<file path="src/rtl/trace_pkg.sv">
package trace_pkg;
  typedef enum logic [1:0] {
    ST_IDLE  = 2'd0,
    ST_WAIT  = 2'd1,
    ST_WRITE = 2'd2,
    ST_DONE  = 2'd3
  } seq_state_t;
endpackage

</file>
<file path="src/rtl/trace_leak_alu.sv">
module trace_leak_alu #(
  parameter int TRACE_W = 36,
  parameter int LEAK_SHIFT = 4,
  parameter logic signed [TRACE_W-1:0] INCR = 36'sd4096
) (
  input  logic signed [TRACE_W-1:0] cur_i,
  input  logic                      event_i,
  output logic signed [TRACE_W-1:0] nxt_o
);
  localparam int EXT_W = TRACE_W + 1;
  localparam logic signed [TRACE_W-1:0] MAX_V = {1'b0, {(TRACE_W-1){1'b1}}};
  localparam logic signed [TRACE_W-1:0] MIN_V = {1'b1, {(TRACE_W-1){1'b0}}};

  logic signed [TRACE_W-1:0] shifted;
  logic signed [TRACE_W-1:0] leaked;
  logic signed [EXT_W-1:0]   sum;
  logic signed [EXT_W-1:0]   addend;

  always_comb begin
    shifted = cur_i >>> LEAK_SHIFT;
    leaked  = cur_i - shifted;
    addend  = event_i ? {INCR[TRACE_W-1], INCR} : '0;
    sum     = {leaked[TRACE_W-1], leaked} + addend;
    if (sum[EXT_W-1] != sum[EXT_W-2])
      nxt_o = sum[EXT_W-1] ? MIN_V : MAX_V;
    else
      nxt_o = sum[TRACE_W-1:0];
  end
endmodule

</file>
<file path="src/rtl/trace_rmw_seq.sv">
module trace_rmw_seq
  import trace_pkg::*;
#(
  parameter int ADDR_W = 23,
  parameter int TRACE_W = 36,
  parameter int RD_LAT = 1
) (
  input  logic               clk,
  input  logic               rst,
  input  logic               req_valid,
  input  logic [ADDR_W-1:0]  req_addr,
  input  logic               req_event,
  input  logic [TRACE_W-1:0] new_value,
  output logic               req_ready,
  output logic               event_q,
  output logic               mem_rd_en,
  output logic               mem_wr_en,
  output logic [ADDR_W-1:0]  mem_addr,
  output logic [TRACE_W-1:0] mem_wdata,
  output logic               done
);
  localparam int CNT_W = $clog2(RD_LAT + 1);
  localparam logic [CNT_W-1:0] LAT_LAST = CNT_W'(RD_LAT);

  seq_state_t       state;
  logic [CNT_W-1:0] lat_cnt;

  always_ff @(posedge clk) begin
    if (rst) begin
      state     <= ST_IDLE;
      req_ready <= 1'b1;
      event_q   <= 1'b0;
      mem_rd_en <= 1'b0;
      mem_wr_en <= 1'b0;
      mem_addr  <= '0;
      mem_wdata <= '0;
      done      <= 1'b0;
      lat_cnt   <= '0;
    end else begin
      mem_rd_en <= 1'b0;
      mem_wr_en <= 1'b0;
      done      <= 1'b0;
      case (state)
        ST_IDLE: begin
          if (req_valid && req_ready) begin
            mem_addr  <= req_addr;
            event_q   <= req_event;
            mem_rd_en <= 1'b1;
            req_ready <= 1'b0;
            lat_cnt   <= '0;
            state     <= ST_WAIT;
          end
        end
        ST_WAIT: begin
          if (lat_cnt == LAT_LAST) begin
            mem_wdata <= new_value;
            mem_wr_en <= 1'b1;
            state     <= ST_WRITE;
          end else begin
            lat_cnt <= lat_cnt + 1'b1;
          end
        end
        ST_WRITE: begin
          done  <= 1'b1;
          state <= ST_DONE;
        end
        default: begin
          req_ready <= 1'b1;
          state     <= ST_IDLE;
        end
      endcase
    end
  end
endmodule

</file>
<file path="src/rtl/trace_leak_updater.sv">
module trace_leak_updater #(
  parameter int ADDR_W = 23,
  parameter int TRACE_W = 36,
  parameter int LEAK_SHIFT = 4,
  parameter logic signed [TRACE_W-1:0] INCR = 36'sd4096,
  parameter int RD_LAT = 1
) (
  input  logic               clk,
  input  logic               rst,
  input  logic               req_valid,
  output logic               req_ready,
  input  logic [ADDR_W-1:0]  req_addr,
  input  logic               req_event,
  output logic               mem_rd_en,
  output logic               mem_wr_en,
  output logic [ADDR_W-1:0]  mem_addr,
  output logic [TRACE_W-1:0] mem_wdata,
  input  logic [TRACE_W-1:0] mem_rdata,
  output logic               done
);
  logic                      event_q;
  logic signed [TRACE_W-1:0] next_trace;

  trace_leak_alu #(
    .TRACE_W(TRACE_W), .LEAK_SHIFT(LEAK_SHIFT), .INCR(INCR)
  ) u_alu (
    .cur_i(mem_rdata), .event_i(event_q), .nxt_o(next_trace)
  );

  trace_rmw_seq #(
    .ADDR_W(ADDR_W), .TRACE_W(TRACE_W), .RD_LAT(RD_LAT)
  ) u_seq (
    .clk(clk), .rst(rst), .req_valid(req_valid), .req_addr(req_addr),
    .req_event(req_event), .new_value(next_trace), .req_ready(req_ready),
    .event_q(event_q), .mem_rd_en(mem_rd_en), .mem_wr_en(mem_wr_en),
    .mem_addr(mem_addr), .mem_wdata(mem_wdata), .done(done)
  );
endmodule

</file>
<file path="config.mk">
export PLATFORM = sky130hd
export DESIGN_NAME = trace_leak_updater
export DESIGN_NICKNAME = d
export VERILOG_FILES = /design/src/rtl/trace_pkg.sv /design/src/rtl/trace_leak_alu.sv /design/src/rtl/trace_rmw_seq.sv /design/src/rtl/trace_leak_updater.sv
export SDC_FILE = /design/constraint.sdc
export NUM_CORES = 1
export LEC_CHECK = 0
export BUFFER_PORTS_ARGS = -buffer_cell sky130_fd_sc_hd__buf_2
export CAP_MARGIN = 20
export CORE_ASPECT_RATIO = 1.5
export CORE_MARGIN = 10
export CORE_UTILIZATION = 55
export DETAILED_ROUTE_END_ITERATION = 7
export MAX_ROUTING_LAYER = met4
export PLACE_DENSITY = 0.91
export SETUP_SLACK_MARGIN = 0.2
export SKIP_LAST_GASP = 1
export SLEW_MARGIN = 10
export SYNTH_ARGS = -nofsm -noshare
export SYNTH_HDL_FRONTEND = slang
export SYNTH_SLANG_ARGS = --single-unit
</file>
<file path="constraint.sdc">
create_clock -name clk -period 5.5 [get_ports clk]
set_clock_uncertainty 0.1 [all_clocks]
set_input_delay 0.55 -clock clk [delete_from_list [all_inputs] [get_ports clk]]
set_output_delay 0.55 -clock clk [all_outputs]
set_load 0.1 [all_outputs]
</file>
Word-level counts from Yosys, hierarchy flattened
Index checks and enable logic that the tools add are counted.
{ "word_totals": {"register_bits": 67, "in_bits": 63, "output_inout_bits": 63, "word_cells": 44} }
{ "classes": {"addsub": 3, "n_eq_ne": 5, "muxes": 13, "bitwise_logic": 3, "reduce_logical": 11} }
{ "op_table": {"columns": ["op", "n"], "rows": [
  ["36-bit two-way mux", 2],
  ["37-bit adder", 1],
  ["36-bit by 32-bit subtractor with 36-bit output", 1],
  ["13-bit two-way mux", 1],
  ["2-bit AND reduction", 5],
  ["2-bit case mux with 3 select lines", 1],
  ["2-bit OR reduction", 3],
  ["1-bit two-way mux", 5],
  ["2-bit two-way mux", 2],
  ["2-bit by 1-bit != test with 1-bit output (second input constant)", 2],
  ["1-bit case mux with 2 select lines", 2],
  ["1-bit NOT", 3],
  ["2-bit by 1-bit == test with 1-bit output (second input constant)", 1],
  ["2-bit == test (second input constant)", 1],
  ["2-bit logical NOT", 1],
  ["2-bit nonzero test", 1],
  ["1-bit adder (second input constant)", 1],
  ["1-bit logical AND", 1],
  ["1-bit != test", 1]
]} }

Logic depth before layout (Yosys ltp)
Gate-level depths: netlist of the first run.
{ "logic_depth": {"word_depth": 4, "mapped_depth": 21} }

Modules after synthesis
From an unflattened synthesis of the first run, not the netlist that was laid out.
{ "unflattened": {"cells_unflattened": 780, "area_unflattened_um2": 5661.7} }
{ "by_module_without_submodules": {"columns": ["module", "n_inst", "cells_each", "area_each_um2"], "rows": [
  ["trace_leak_alu", 1, 485, 3290.7],
  ["trace_rmw_seq", 1, 295, 2371.0]
]} }

Worst setup path before layout of the first run
No wires, ideal clock.
{ "synth_timing": {"path_type": "input -> register", "start": "in mem_rdata[0]", "end": "reg u_seq.mem_wdata[11]", "t_arrival_ns": 3.898, "t_required_ns": 5.319, "slack_ns": 1.421, "cell_stages": 21, "path_buffers": 1, "path_cell_list": "inv_1 -> ha_1 -> inv_1 -> fa_1 -> a211oi_1 -> o21ai_1 -> nor2_1 -> o21a_1 -> o21ai_0 -> nand3_1 -> nand2_1 -> xor2_1 -> ha_1 -> ha_1 -> nand4_2 -> nor4_4 -> and2_2 -> nand4b_4 -> buf_4 -> nand2_1 -> a211oi_2"} }
{ "synth_via": {"elab_chain_cells": 4, "elab_cells_between_ends": 5} }
{ "synth_lines": {"columns": ["item", "line", "text"], "rows": [
  ["from (decl)", "trace_leak_updater.sv:18", "input logic [TRACE_W-1:0] mem_rdata,"],
  ["36-bit by 32-bit subtractor with 36-bit output *", "trace_leak_alu.sv:21", "leaked = cur_i - shifted;"],
  ["37-bit adder *", "trace_leak_alu.sv:23", "sum = {leaked[TRACE_W-1], leaked} + addend;"],
  ["36-bit two-way mux / 1-bit != test (equally long branches)", "trace_leak_alu.sv:25, trace_leak_alu.sv:24", null],
  ["36-bit two-way mux *", "trace_leak_alu.sv:24", "if (sum[EXT_W-1] != sum[EXT_W-2])"],
  ["to (signal assigned)", "trace_rmw_seq.sv:56", "mem_wdata <= new_value;"],
  ["to (decl)", "trace_rmw_seq.sv:19", "output logic [TRACE_W-1:0] mem_wdata,"]
]} }
Mark *: on every way between the ends. The rest lies on a longest branch, timed or not.
A chain may end at the register's enable or synchronous reset.

Worst setup path after layout of the first run
{ "layout_timing": {"start": "in mem_rdata[0]", "end": "reg u_seq.mem_wdata[15]"} }
Same word-level chain as after synthesis.

==> metrics.md, run 1 <==
| Metric | Value |
|---|---|
| FFs w/ async S/R, synth | `0` |
| Number of hold buffers added after CTS | `0` |
| Setup Buffers After CTS | `0` |
| Layout area overhead | `17.0%` |
| Clock share of power | `0.251` |
| Yosys reg bits | `67` |
| Slew @ Worst Pin | `0.968 ns` |
| Core Box Area | `9690 um^2` |
| Worst min path class | `reg2reg` |
| # setup viols final | `0` |
| Max-cap violations | `0` |
| Slew HR | `0.354` |
| Cell area after synthesis | `approximately 5400 um^2` |
| Setup CP Type | `in2reg` |
| Layout cells sized above 1 | `0.240` |
| Final WL | `about 15,000 um` |
| Non-filler cells, final | `roughly 900` |
| WHS Path Cells | `2` |
| Final Max Tran Viols | `0` |
| YS warnings | `0` |
| Critical-path maximum fanout | `35` |
| I/O Buffers | `approximately 130` |
| Hold_sp | `u_seq.mem_addr[14]` |
| ANT cells | `0` |
| Top_reg_cell synth | `dfxtp_1` |
| Reg clk slew, reported paths | `0.05 ns` |
| Post-synthesis sequential area ratio | `0.247` |
| Pin count of the biggest net entering global routing | `57` |
| Iter 0 DRT Violations | `about 300` |
| Wirelength per Cell | `about 16 um` |
| Run status | `finished, final reports clean` |
| Flop pwr share | `0.241` |
| Setup crit end kind | `register` |
| Total grt overflow | `0` |
| RSZ-0062 raised after global routing | `no` |
| Final TNS setup | `0 ns` |
| Critical Path Start Type | `input port` |
| Placer Congestion | `0.920` |
| Final ANT Viol Nets | `0` |
| Residual DRC | `0` |
| Critical path's largest stage delay | `0.55 ns` |
| Reg2Reg Capture Point | `u_seq.mem_wdata[3]` |
| DRT Pass-1 Iters | `4` |
| Power per Cell Area | `402 nW/um^2` |
| CTS resizes | `0` |
| Final hold vios | `0` |
| Global-route wire length before repair | `24,700 um` |
| Initial antenna violation count | `0` |
| Clk_lat worst skew | `~0.33 ns` |
| P_int | `about 0.0013 W` |
| NumNets Final | `910` |
| Crit path required time | `5.64 ns` |
| CP max-delay cell | `o31ai_1` |
| Synth cell types | `between 70 and 80` |
| Final period util | `0.805` |
| Syn Area/Cell | `7.73 um^2` |
| Die Span X | `101 um` |
| Initial core utilization | `0.561` |
| CTS sink cnt | `67` |
| DIE AREA | `14,300 um^2` |
| Die Ht | `142 um` |
| NetSw | `0.00123 W` |
| Hold EP | `u_seq.mem_addr[14]` |
| Clk Tree Root Cell | `clkbuf_16` |
| Io pins | `126` |
| WHS | `0.349 ns` |
| Leakage | `2.95 nW` |
| TritonCTS buffer count | `9` |
| Gate Count Post-Synth | `703` |
| Core Rows | `44` |
| DP HPWL | `approximately 12,000 um` |
| CTS tree | `yes` |
| Number of global-route vias before repair | `approximately 5,200` |
| Worst reg2reg path startpoint | `u_seq.event_q` |
| Fillers | `approximately 840` |
| Reg2Reg Depth | `8` |
| Combinational power share | `0.508` |
| Worst path cell trace | `buf_2 -> inv_1 -> ha_1 -> inv_1 -> fa_1 -> a211oi_1 -> o21ai_1 -> o31ai_1 -> a31oi_2 -> a221oi_1 -> xnor2_1 -> nand3b_1 -> nor3_4 -> nand4_1 -> o21a_2 -> a211oi_1` |
| Core Util, Final | `0.656` |
| H-tree levels | `3` |
| Critical Path Start | `mem_rdata[0]` |
| Total Power | `0.00256 W` |
| Net Sw Frac | `0.483` |
| Overall Global Routing Usage | `0.210` |
| Via count | `around 5,300` |
| Crit path time final | `between 4 and 5 ns` |
| Number of flops mapped to enable cells by yosys | `0` |
| Cells after DPL | `909` |
| Synthesized net count | `808` |
| Number of vias per cell | `5.78` |
| Peak supply drop | `437 uV` |
| CP arrival | `4.57 ns` |
| Worst reg2reg setup slack | `3.01 ns` |
| Peak Freq | `0.226 GHz` |
| Max clock buf depth | `2` |
[power groups by stage]
stage	clock, W	sequential, W	combinational [W]
after global placement	0	0.000619	0.00127
after detailed placement	0	0.000624	0.00129
after global routing	0.000669	0.000624	0.00139
after floorplan	0	0.00113	0.000561
after CTS	0.000650	0.000615	0.00130
final	0.000642	0.000615	0.00130
[metal layers]
| metal | share of wire | wire length [um] | track usage |
|---|---|---|---|
| met1 | 0.41 | 6130 | 0.225 |
| met2 | 0.51 | 7650 | 0.363 |
| met3 | 0.056 | 852 | 0.0374 |
| met4 | 0.032 | 489 | 0.0949 |
| met5 | 0 | 0 | - |
[state kept, by name, summed over array words and instances, names as in the netlist]
name / cells
u_seq.mem_addr: 23
u_seq.lat_cnt: 1
u_seq.done: 1
u_seq.req_ready: 1
u_seq.mem_rd_en: 1
u_seq.mem_wr_en: 1
u_seq.mem_wdata: 36
u_seq.state: 2
u_seq.event_q: 1
[final cells by class]
cell class / instances / area (um^2) / area share
Clock buffer: 10 / 229 / 0.0360
Timing Repair Buffer: 128 / 648 / 0.102
Clock inverter: 5 / 103 / 0.0161
Tap cell: 115 / 144 / 0.0226
Multi-Input combinational cell: 556 / 3730 / 0.587
Sequential cell: 67 / 1340 / 0.211
Inverter: 43 / 161 / 0.0254
[critical path: cells and delay by family]
kind                       cells  cell delay, ns
adders and majority gates      2            0.58
xor gates and xnor gates       1            0.20
AOI/OAI and AO/OA              7            2.43
buffers and inverters          3            0.18
and+or+nand+nor                3            0.61
[through the flow]
step                area, um^2  setup slack [ns]
floorplan                 5430              1.42
global placement          6030             0.892
detailed placement        6030             0.813
CTS                       6360              1.14
global route              6360             0.775
finish                    6360              1.07
[Yosys cell counts, types with 6 or more instances]
cell	n	share of area
xnor2_1	22	0.035
mux2i_1	6	0.011
o21ai_0	13	0.012
nor2_1	71	0.049
nand3_1	19	0.017
a21oi_1	61	0.056
clkbuf_1	17	0.012
a211oi_2	28	0.064
a211oi_1	9	0.012
nand4_1	11	0.013
a21o_1	12	0.017
dfxtp_1	67	0.25
xor2_1	21	0.034
ha_1	41	0.094
buf_2	13	0.012
inv_1	43	0.030
nor3_1	12	0.011
o21a_1	8	0.011
nand2_1	114	0.079
o21ai_1	9	0.0083
nor2b_1	6	0.0069
nand2b_1	8	0.0092
[kinds of logic after synthesis]
kind of cell,after synthesis,share of synthesized area
simple gates,280,0.250
compound gates,181,0.249
buf+inv,80,0.0665
flops,67,0.247
xor+xnor,44,0.0723
fa+ha+maj,42,0.0981
mux,9,0.0173
[how the worst max path moves through the flow]
stage                                     end  slack (ns)  cells past startpoint
after floorplan           u_seq.mem_wdata[11]        1.42                     21
after global placement    u_seq.mem_wdata[15]        0.89                     16
after detailed placement  u_seq.mem_wdata[24]        0.81                     21
after CTS                 u_seq.mem_wdata[15]        1.14                     16
after global routing      u_seq.mem_wdata[16]        0.78                     16
final                     u_seq.mem_wdata[15]        1.07                     16
[cells in the final DEF (no fill, tap or decap), types with 21 or more instances in the layout]
master    count
nor2_1       71
xor2_1       21
buf_2       125
inv_1        43
a211oi_2     28
ha_1         41
xnor2_1      22
dfxtp_1      67
nand2_1     114
a21oi_1      61
Power figures use the tool's default switching activity.
==> run 2: changes to the inputs <==
==> constraint.sdc (replaced) <==
create_clock -name clk -period 4.55 [get_ports clk]
set_clock_uncertainty 0.1 [all_clocks]
set_input_delay 0.455 -clock clk [delete_from_list [all_inputs] [get_ports clk]]
set_output_delay 0.455 -clock clk [all_outputs]
set_load 0.1 [all_outputs]
==> run 2 against run 1 <==
  * Sequential power up 21%
  * Sequential share of layout area down 0.25 points
  * Final cell count up 1.5%
  * Total power up 15%
  * Routed wire length down 1.3%
  * Largest cell class unchanged
  * Largest power group unchanged
==> metrics.md, run 2 (synthesized netlist as in run 1, its figures left out) <==
| Metric | Value |
|---|---|
| Iter 0 DRT Violations | `354 (was 302)` |
| Critical path's largest stage delay | `0.42 ns (was 0.55 ns)` |
| Commonest non-fill, non-tap cell in the layout | `buf_2 (unchanged)` |
| Crit path required time | `4.68 ns (was 5.64 ns)` |
| Final period util | `0.895` |
| Peak Freq | `0.246 GHz` |
| Top flop regs | `u_seq.mem_wdata x36, u_seq.mem_addr x23, u_seq.state x2 (unchanged)` |
| Slew HR | `0.339 (was 0.354)` |
| P_int | `0.00146 W (was 0.00132 W)` |
| Leakage | `3.02 nW (was 2.95 nW)` |
| Die Span X | `101 um (unchanged)` |
| Number of vias per cell | `5.76 (was 5.78)` |
| Top cell family by delay on the critical path | `compound AO/OA/AOI/OAI gates (unchanged)` |
| Run status | `finished, final reports clean (unchanged)` |
| Overall Global Routing Usage | `0.205 (was 0.210)` |
| Initial antenna violation count | `0 (unchanged)` |
| Area of the multi-input gates | `3760 um^2 (was 3730 um^2)` |
| DRT Pass-1 Iters | `5 (was 4)` |
| CP arrival | `4.20 ns (was 4.57 ns)` |
| Crit path time final | `4.07 ns` |
| NumNets Final | `924 (was 910)` |
| Fillers | `813 (was 841)` |
| # setup viols final | `0 (unchanged)` |
| FF/Latch Area | `1340 um^2 (unchanged)` |
| I/O Buffers | `125 (unchanged)` |
| CTS tree | `yes (unchanged)` |
| Most frequent cells in the layout | `125 x buf_2, 114 x nand2_1, 71 x nor2_1 (unchanged)` |
| Worst min path class | `in2reg (was reg2reg)` |
| Slew @ Worst Pin | `0.992 ns (was 0.968 ns)` |
| Final TNS setup | `0 ns (unchanged)` |
| NetSw | `0.00147 W (was 0.00123 W)` |
| Layout area overhead | `18.4% (was 17.0%)` |
| Setup CP Type | `in2reg (unchanged)` |
| Number of global-route vias before repair | `5,293 (was 5,247)` |
| Pin count of the biggest net entering global routing | `50 (was 57)` |
| Largest Register | `u_seq.mem_wdata (unchanged)` |
| DP HPWL | `12,000 um (about the same)` |
| Worst path cell trace | `buf_2 -> inv_1 -> ha_1 -> inv_1 -> fa_1 -> a211oi_1 -> o21ai_1 -> o31ai_1 -> buf_4 -> a31oi_2 -> buf_4 -> a21o_1 -> xor2_1 -> nand3_2 -> nor3_4 -> nand4_1 -> o21a_2 -> buf_12 -> a211oi_1 (was buf_2 -> inv_1 -> ha_1 -> inv_1 -> fa_1 -> a211oi_1 -> o21ai_1 -> o31ai_1 -> a31oi_2 -> a221oi_1 -> xnor2_1 -> nand3b_1 -> nor3_4 -> nand4_1 -> o21a_2 -> a211oi_1)` |
| Critical Path Start Type | `input port (unchanged)` |
| Io pins | `126 (unchanged)` |
| Global-route wire length before repair | `24,300 um (was 24,700 um)` |
| Total grt overflow | `0 (unchanged)` |
| Worst reg2reg setup slack | `2.28 ns (was 3.01 ns)` |
| Final hold vios | `0 (unchanged)` |
| Core Box Area | `9690 um^2 (unchanged)` |
| Max-cap violations | `0 (unchanged)` |
| Reg clk slew, reported paths | `0.05 ns (about the same)` |
| H-tree levels | `3 (unchanged)` |
| Combinational power share | `0.542 (was 0.508)` |
| Via count | `5,407 (was 5,338)` |
| Flop pwr share | `0.253 (was 0.241)` |
| Final ANT Viol Nets | `0 (unchanged)` |
| CTS sink cnt | `67 (unchanged)` |
| Clock share of power | `0.205 (was 0.251)` |
| Clk Tree Root Cell | `clkbuf_16 (unchanged)` |
| Number of hold buffers added after CTS | `0 (unchanged)` |
| Peak supply drop | `474 uV (was 437 uV)` |
| Max FFs per register | `36 (unchanged)` |
| Final Max Tran Viols | `0 (unchanged)` |
| Residual DRC | `0 (unchanged)` |
| Critical-path maximum fanout | `20 (was 35)` |
| Max clock buf depth | `2 (unchanged)` |
| Cells after DPL | `921 (was 909)` |
| Die Ht | `142 um (unchanged)` |
| CP max-delay cell | `fa_1 (was o31ai_1)` |
| ANT cells | `0 (unchanged)` |
| DIE AREA | `14,300 um^2 (unchanged)` |
| Power per Cell Area | `456 nW/um^2 (was 402 nW/um^2)` |
| WP buf/inv | `6 (was 3)` |
| Final WL | `14,900 um (was 15,100 um)` |
| Core Rows | `44 (unchanged)` |
| Setup crit end kind | `register (unchanged)` |
| Layout cells sized above 1 | `0.252 (was 0.240)` |
| Net Sw Frac | `0.502 (was 0.483)` |
| Clk_lat worst skew | `0.32 ns (was 0.33 ns)` |
| TritonCTS buffer count | `9 (unchanged)` |
| RSZ-0062 raised after global routing | `yes (was no)` |
| Initial core utilization | `0.561 (unchanged)` |
| Placer Congestion | `0.965 (was 0.920)` |
| Wirelength per Cell | `15.9 um (was 16.4 um)` |
| Non-filler cells, final | `938 (was 924)` |
run 2: changes by cell type in the layout (fill, tap and decap cells not counted):
| cell | delta |
|---|---|
| clkbuf_8 | +1 |
| buf_4 | +11 |
| bufinv_16 | -3 |
| buf_12 | +2 |
| clkbuf_1 | +1 |
| clkinvlp_4 | -1 |
| nand4b_4 | +1 |
| clkinv_2 | +2 |
run 2: final cells by class:
cell class / count / share of cell area
clock buffer: 12 / 0.0383
sequential: 67 / 0.208
inverter: 43 / 0.0251
tap: 115 / 0.0224
clock inverter: 3 / 0.00233
multi-input combinational: 557 / 0.584
timing repair buffer: 141 / 0.120
run 2: path summary, 6_finish.rpt:
| check | from | endpoint | cells past startpoint |
|---|---|---|---|
| min reg2reg | u_seq.mem_addr[8] | u_seq.mem_addr[8] | 2 |
| min | req_addr[17] | u_seq.mem_addr[17] | 3 |
| max | mem_rdata[0] | u_seq.mem_wdata[14] | 19 |
| max reg2reg | u_seq.event_q | u_seq.mem_wdata[14] | 8 |
run 2: repair_timing:
item | CTS | global route
hold endpoints to repair | 0 | 0
endpoints found under the setup margin | 0 | 22
buffers inserted | 0 | 1
gates resized for setup | 0 | 1
run 2: routing by layer:
metal	vias up	part of all wire	track usage
met4	0	0.037	0.0898
met5	-	0	-
met3	47	0.060	0.0369
met2	182	0.51	0.360
met1	2475	0.39	0.216
li1	2703	-	-
run 2: worst register-to-register path, cell delays in order, from the launching register on:
cell and delay (ns):
dfxtp_1 0.35, ha_1 0.19, ha_1 0.23, nand4_2 0.14
nor4_4 0.33, and2_2 0.26, nand4b_4 0.25, nand2_1 0.09
a211oi_1 0.24
run 2: metrics by stage:
step / power [W] / hold slack (ns) / area, um^2 / worst slack, ns / utilization
3_3_place_gp: 0.00231 / 0.338 / 6140 / 0.296 / 0.634
2_1_floorplan: 0.00205 / 0.341 / 5430 / 0.566 / -
3_5_place_dp: 0.00234 / 0.344 / 6140 / 0.144 / 0.634
5_1_grt: 0.00309 / 0.271 / 6430 / 0.193 / 0.664
4_1_cts: 0.00295 / 0.262 / 6400 / 0.476 / 0.661
6_report: 0.00294 / 0.272 / 6430 / 0.478 / 0.664
run 2: power groups by stage:
| stage | registers (W) | logic (W) | clock network [W] |
|---|---|---|---|
| 6_report | 0.000743 | 0.00159 | 0.000603 |
| 4_1_cts | 0.000743 | 0.00159 | 0.000613 |
| 2_1_floorplan | 0.00137 | 0.000678 | 0 |
| 3_5_place_dp | 0.000755 | 0.00158 | 0 |
| 3_3_place_gp | 0.000749 | 0.00156 | 0 |
| 5_1_grt | 0.000755 | 0.00170 | 0.000638 |
==> run 3: changes to the inputs <==
==> constraint.sdc (replaced) <==
create_clock -name clk -period 3.91 [get_ports clk]
set_clock_uncertainty 0.1 [all_clocks]
set_input_delay 0.391 -clock clk [delete_from_list [all_inputs] [get_ports clk]]
set_output_delay 0.391 -clock clk [all_outputs]
set_load 0.1 [all_outputs]
==> run 3 against run 2 <==
  * Design area grew 9.1%
  * Non-clock buffer count rose by 41
  * Sequential power increased by 17%
==> metrics.md, run 3 (synthesized netlist as in run 1, its figures left out) <==
| Metric | Value |
|---|---|
| Run status | `finished, final reports clean (unchanged)` |
| Reg2Reg Depth | `9 (was 8)` |
| Via count | `5,791 (was 5,407)` |
| Core Util, Final | `0.725 (was 0.664)` |
| DP HPWL | `12,200 um (was 12,000 um)` |
| Crit path required time | `4.01 ns (was 4.68 ns)` |
| CTS sink cnt | `67 (unchanged)` |
| Reg2Reg Capture Point | `u_seq.mem_wdata[9] (was u_seq.mem_wdata[14])` |
| Pin count of the biggest net entering global routing | `47 (was 50)` |
| Final ANT Viol Nets | `0 (unchanged)` |
| I/O Buffers | `125 (unchanged)` |
| Die Ht | `142 um (unchanged)` |
| Final Max Tran Viols | `0 (unchanged)` |
| Hold_sp | `req_addr[3] (was req_addr[17])` |
| Critical-path maximum fanout | `8 (was 20)` |
| Setup CP Type | `in2reg (unchanged)` |
| GR Util met2 | `0.375 (was 0.360)` |
| Fillers | `700 (was 813)` |
| Final period util | `0.937` |
| Worst reg2reg setup slack | `1.71 ns (was 2.28 ns)` |
| Slew HR | `0.352 (was 0.339)` |
| Setup crit end kind | `register (unchanged)` |
| CTS tree | `yes (unchanged)` |
| Hold EP | `u_seq.mem_addr[3] (was u_seq.mem_addr[17])` |
| Global routing's busiest layer | `met2 (unchanged)` |
| Peak supply drop | `550 uV (was 474 uV)` |
| Total grt overflow | `0 (unchanged)` |
| Final TNS setup | `0 ns (unchanged)` |
| Number of hold buffers added after CTS | `0 (unchanged)` |
| Number of vias per cell | `5.92 (was 5.76)` |
| H-tree levels | `3 (unchanged)` |
| Core Rows | `44 (unchanged)` |
| Worst reg2reg path startpoint | `u_seq.event_q (unchanged)` |
| Power per Cell Area | `520 nW/um^2 (was 456 nW/um^2)` |
| Reg clk slew, reported paths | `0.05 ns (about the same)` |
| Final WL | `16,900 um (was 14,900 um)` |
| Leakage | `3.26 nW (was 3.02 nW)` |
| # setup viols final | `0 (unchanged)` |
| Max FFs per register | `36 (unchanged)` |
| ANT cells | `0 (unchanged)` |
| Residual DRC | `0 (unchanged)` |
| Iter 0 DRT Violations | `400 (was 354)` |
| Initial antenna violation count | `0 (unchanged)` |
| DRT Pass-1 Iters | `6 (was 5)` |
| Met1 GRT Util | `0.217 (was 0.216)` |
| Area of the multi-input gates | `3940 um^2 (was 3760 um^2)` |
| Max-cap violations | `0 (unchanged)` |
| TritonCTS buffer count | `9 (unchanged)` |
| Peak Freq | `0.273 GHz` |
| Number of global-route vias before repair | `5,387 (was 5,293)` |
| Global-route wire length before repair | `24,900 um (was 24,300 um)` |
| Worst path cell trace | `buf_6 -> inv_2 -> ha_4 -> inv_2 -> fa_2 -> a211oi_2 -> o21ai_2 -> buf_4 -> o31ai_2 -> buf_4 -> a31oi_4 -> a221oi_2 -> xnor2_1 -> nand3b_1 -> nor3_4 -> buf_4 -> nand4b_4 -> buf_6 -> nand2_1 -> a211oi_2 (was buf_2 -> inv_1 -> ha_1 -> inv_1 -> fa_1 -> a211oi_1 -> o21ai_1 -> o31ai_1 -> buf_4 -> a31oi_2 -> buf_4 -> a21o_1 -> xor2_1 -> nand3_2 -> nor3_4 -> nand4_1 -> o21a_2 -> buf_12 -> a211oi_1)` |
| CP arrival | `3.77 ns (was 4.20 ns)` |
| Critical path's largest stage delay | `0.39 ns (was 0.42 ns)` |
| Max clock buf depth | `2 (unchanged)` |
| Clk Tree Root Cell | `clkbuf_16 (unchanged)` |
| FF/Latch Area | `1340 um^2 (unchanged)` |
| Layout cells sized above 1 | `0.326 (was 0.252)` |
| CP max-delay cell | `fa_2 (was fa_1)` |
| Pre-CTS setup slack | `-0.0531 ns (was 0.144 ns)` |
| Initial core utilization | `0.561 (unchanged)` |
| Top flop regs | `u_seq.mem_wdata x36, u_seq.mem_addr x23, u_seq.state x2 (unchanged)` |
| Worst min path class | `in2reg (unchanged)` |
| Clk_lat worst skew | `0.33 ns (was 0.32 ns)` |
| NumNets Final | `964 (was 924)` |
| Most common cell on crit path | `buf_4` |
| Crit path time final | `3.66 ns` |
| Largest Register | `u_seq.mem_wdata (unchanged)` |
| Final hold vios | `0 (unchanged)` |
| Die Span X | `101 um (unchanged)` |
| Met3 Use GR | `0.0379 (was 0.0369)` |
| Most frequent cells in the layout | `124 x buf_2, 107 x nand2_1, 70 x nor2_1 (was 125 x buf_2, 114 x nand2_1, 71 x nor2_1)` |
| Slew @ Worst Pin | `0.969 ns (was 0.992 ns)` |
| RSZ-0062 raised after global routing | `yes (unchanged)` |
| Io pins | `126 (unchanged)` |
| Final setup margin | `0.245 ns (was 0.478 ns)` |
| Layout area overhead | `29.2% (was 18.4%)` |
| Wirelength per Cell | `17.2 um (was 15.9 um)` |
| Overall Global Routing Usage | `0.211 (was 0.205)` |
| Core Box Area | `9690 um^2 (unchanged)` |
| DIE AREA | `14,300 um^2 (unchanged)` |
| Critical Path Start Type | `input port (unchanged)` |
| WHS Path Cells | `3 (unchanged)` |
| Commonest non-fill, non-tap cell in the layout | `buf_2 (unchanged)` |
| Placer Congestion | `0.931 (was 0.965)` |
## run 3: changes by cell type in the layout (fill, tap and decap cells not counted), moves of 3 or more
cell	change
a211oi_1	-6
nand2_2	+5
ha_4	+3
nand2_1	-7
ha_1	-5
buf_6	+3
xor2_2	+3
xor2_1	-3
buf_4	+36
a211oi_2	+4
## run 3: where the power goes
part | total [W] | switching [W] | internal [W]
clock | 0.000796 | 0.000273 | 0.000523
sequential | 0.000868 | 0.0000676 | 0.000800
combinational | 0.00199 | 0.00145 | 0.000540
## run 3: what timing repair did
action | in CTS | in global routing
buffers inserted | 0 | 15
setup endpoints to repair | 0 | 35
endpoints found under the hold margin | 0 | 0
resized for setup | 0 | 41
## run 3: stage by stage
stage / total power, W / instance area, um^2 / hold WS, ns / instances
2_1_floorplan: 0.00239 / 5460 / 0.341 / 703
3_3_place_gp: 0.00274 / 6360 / 0.339 / 945
3_5_place_dp: 0.00276 / 6360 / 0.343 / 945
4_1_cts: 0.00356 / 6660 / 0.194 / 960
5_1_grt: 0.00383 / 7020 / 0.206 / 978
6_report: 0.00365 / 7020 / 0.202 / 978
## run 3: worst max path at each step
stage / depth (start not counted) / from / to / slack [ns]
2_1_floorplan: 21 / mem_rdata[0] / u_seq.mem_wdata[8] / 0.22
3_3_place_gp: 18 / mem_rdata[0] / u_seq.mem_wdata[17] / 0.08
3_5_place_dp: 22 / mem_rdata[0] / u_seq.mem_wdata[24] / -0.05
4_1_cts: 22 / mem_rdata[0] / u_seq.mem_wdata[12] / 0.27
5_1_grt: 22 / mem_rdata[0] / u_seq.mem_wdata[9] / 0.07
6_report: 20 / mem_rdata[0] / u_seq.mem_wdata[9] / 0.25
## run 3: layout make-up
type	instances	area share
multi-input combinational	556	0.561
clock inverter	2	0.00499
inverter	43	0.0230
tap	115	0.0205
timing repair buffer	182	0.162
clock buffer	13	0.0371
sequential	67	0.191
## run 3: worst max-delay path, delay by kind of cell
| kind | cells | cell delay, ns |
|---|---|---|
| AOI/OAI and AO/OA | 6 | 1.06 |
| buffers and inverters | 7 | 0.90 |
| and+or+nand+nor | 4 | 0.70 |
| adders and majority gates | 2 | 0.51 |
| xor gates and xnor gates | 1 | 0.18 |
## run 3: routing by layer
| layer | part of all wire | wire length (um) |
|---|---|---|
| met5 | 0 | 0 |
| met1 | 0.37 | 6260 |
| met4 | 0.049 | 830 |
| met3 | 0.059 | 1000 |
| met2 | 0.52 | 8780 |
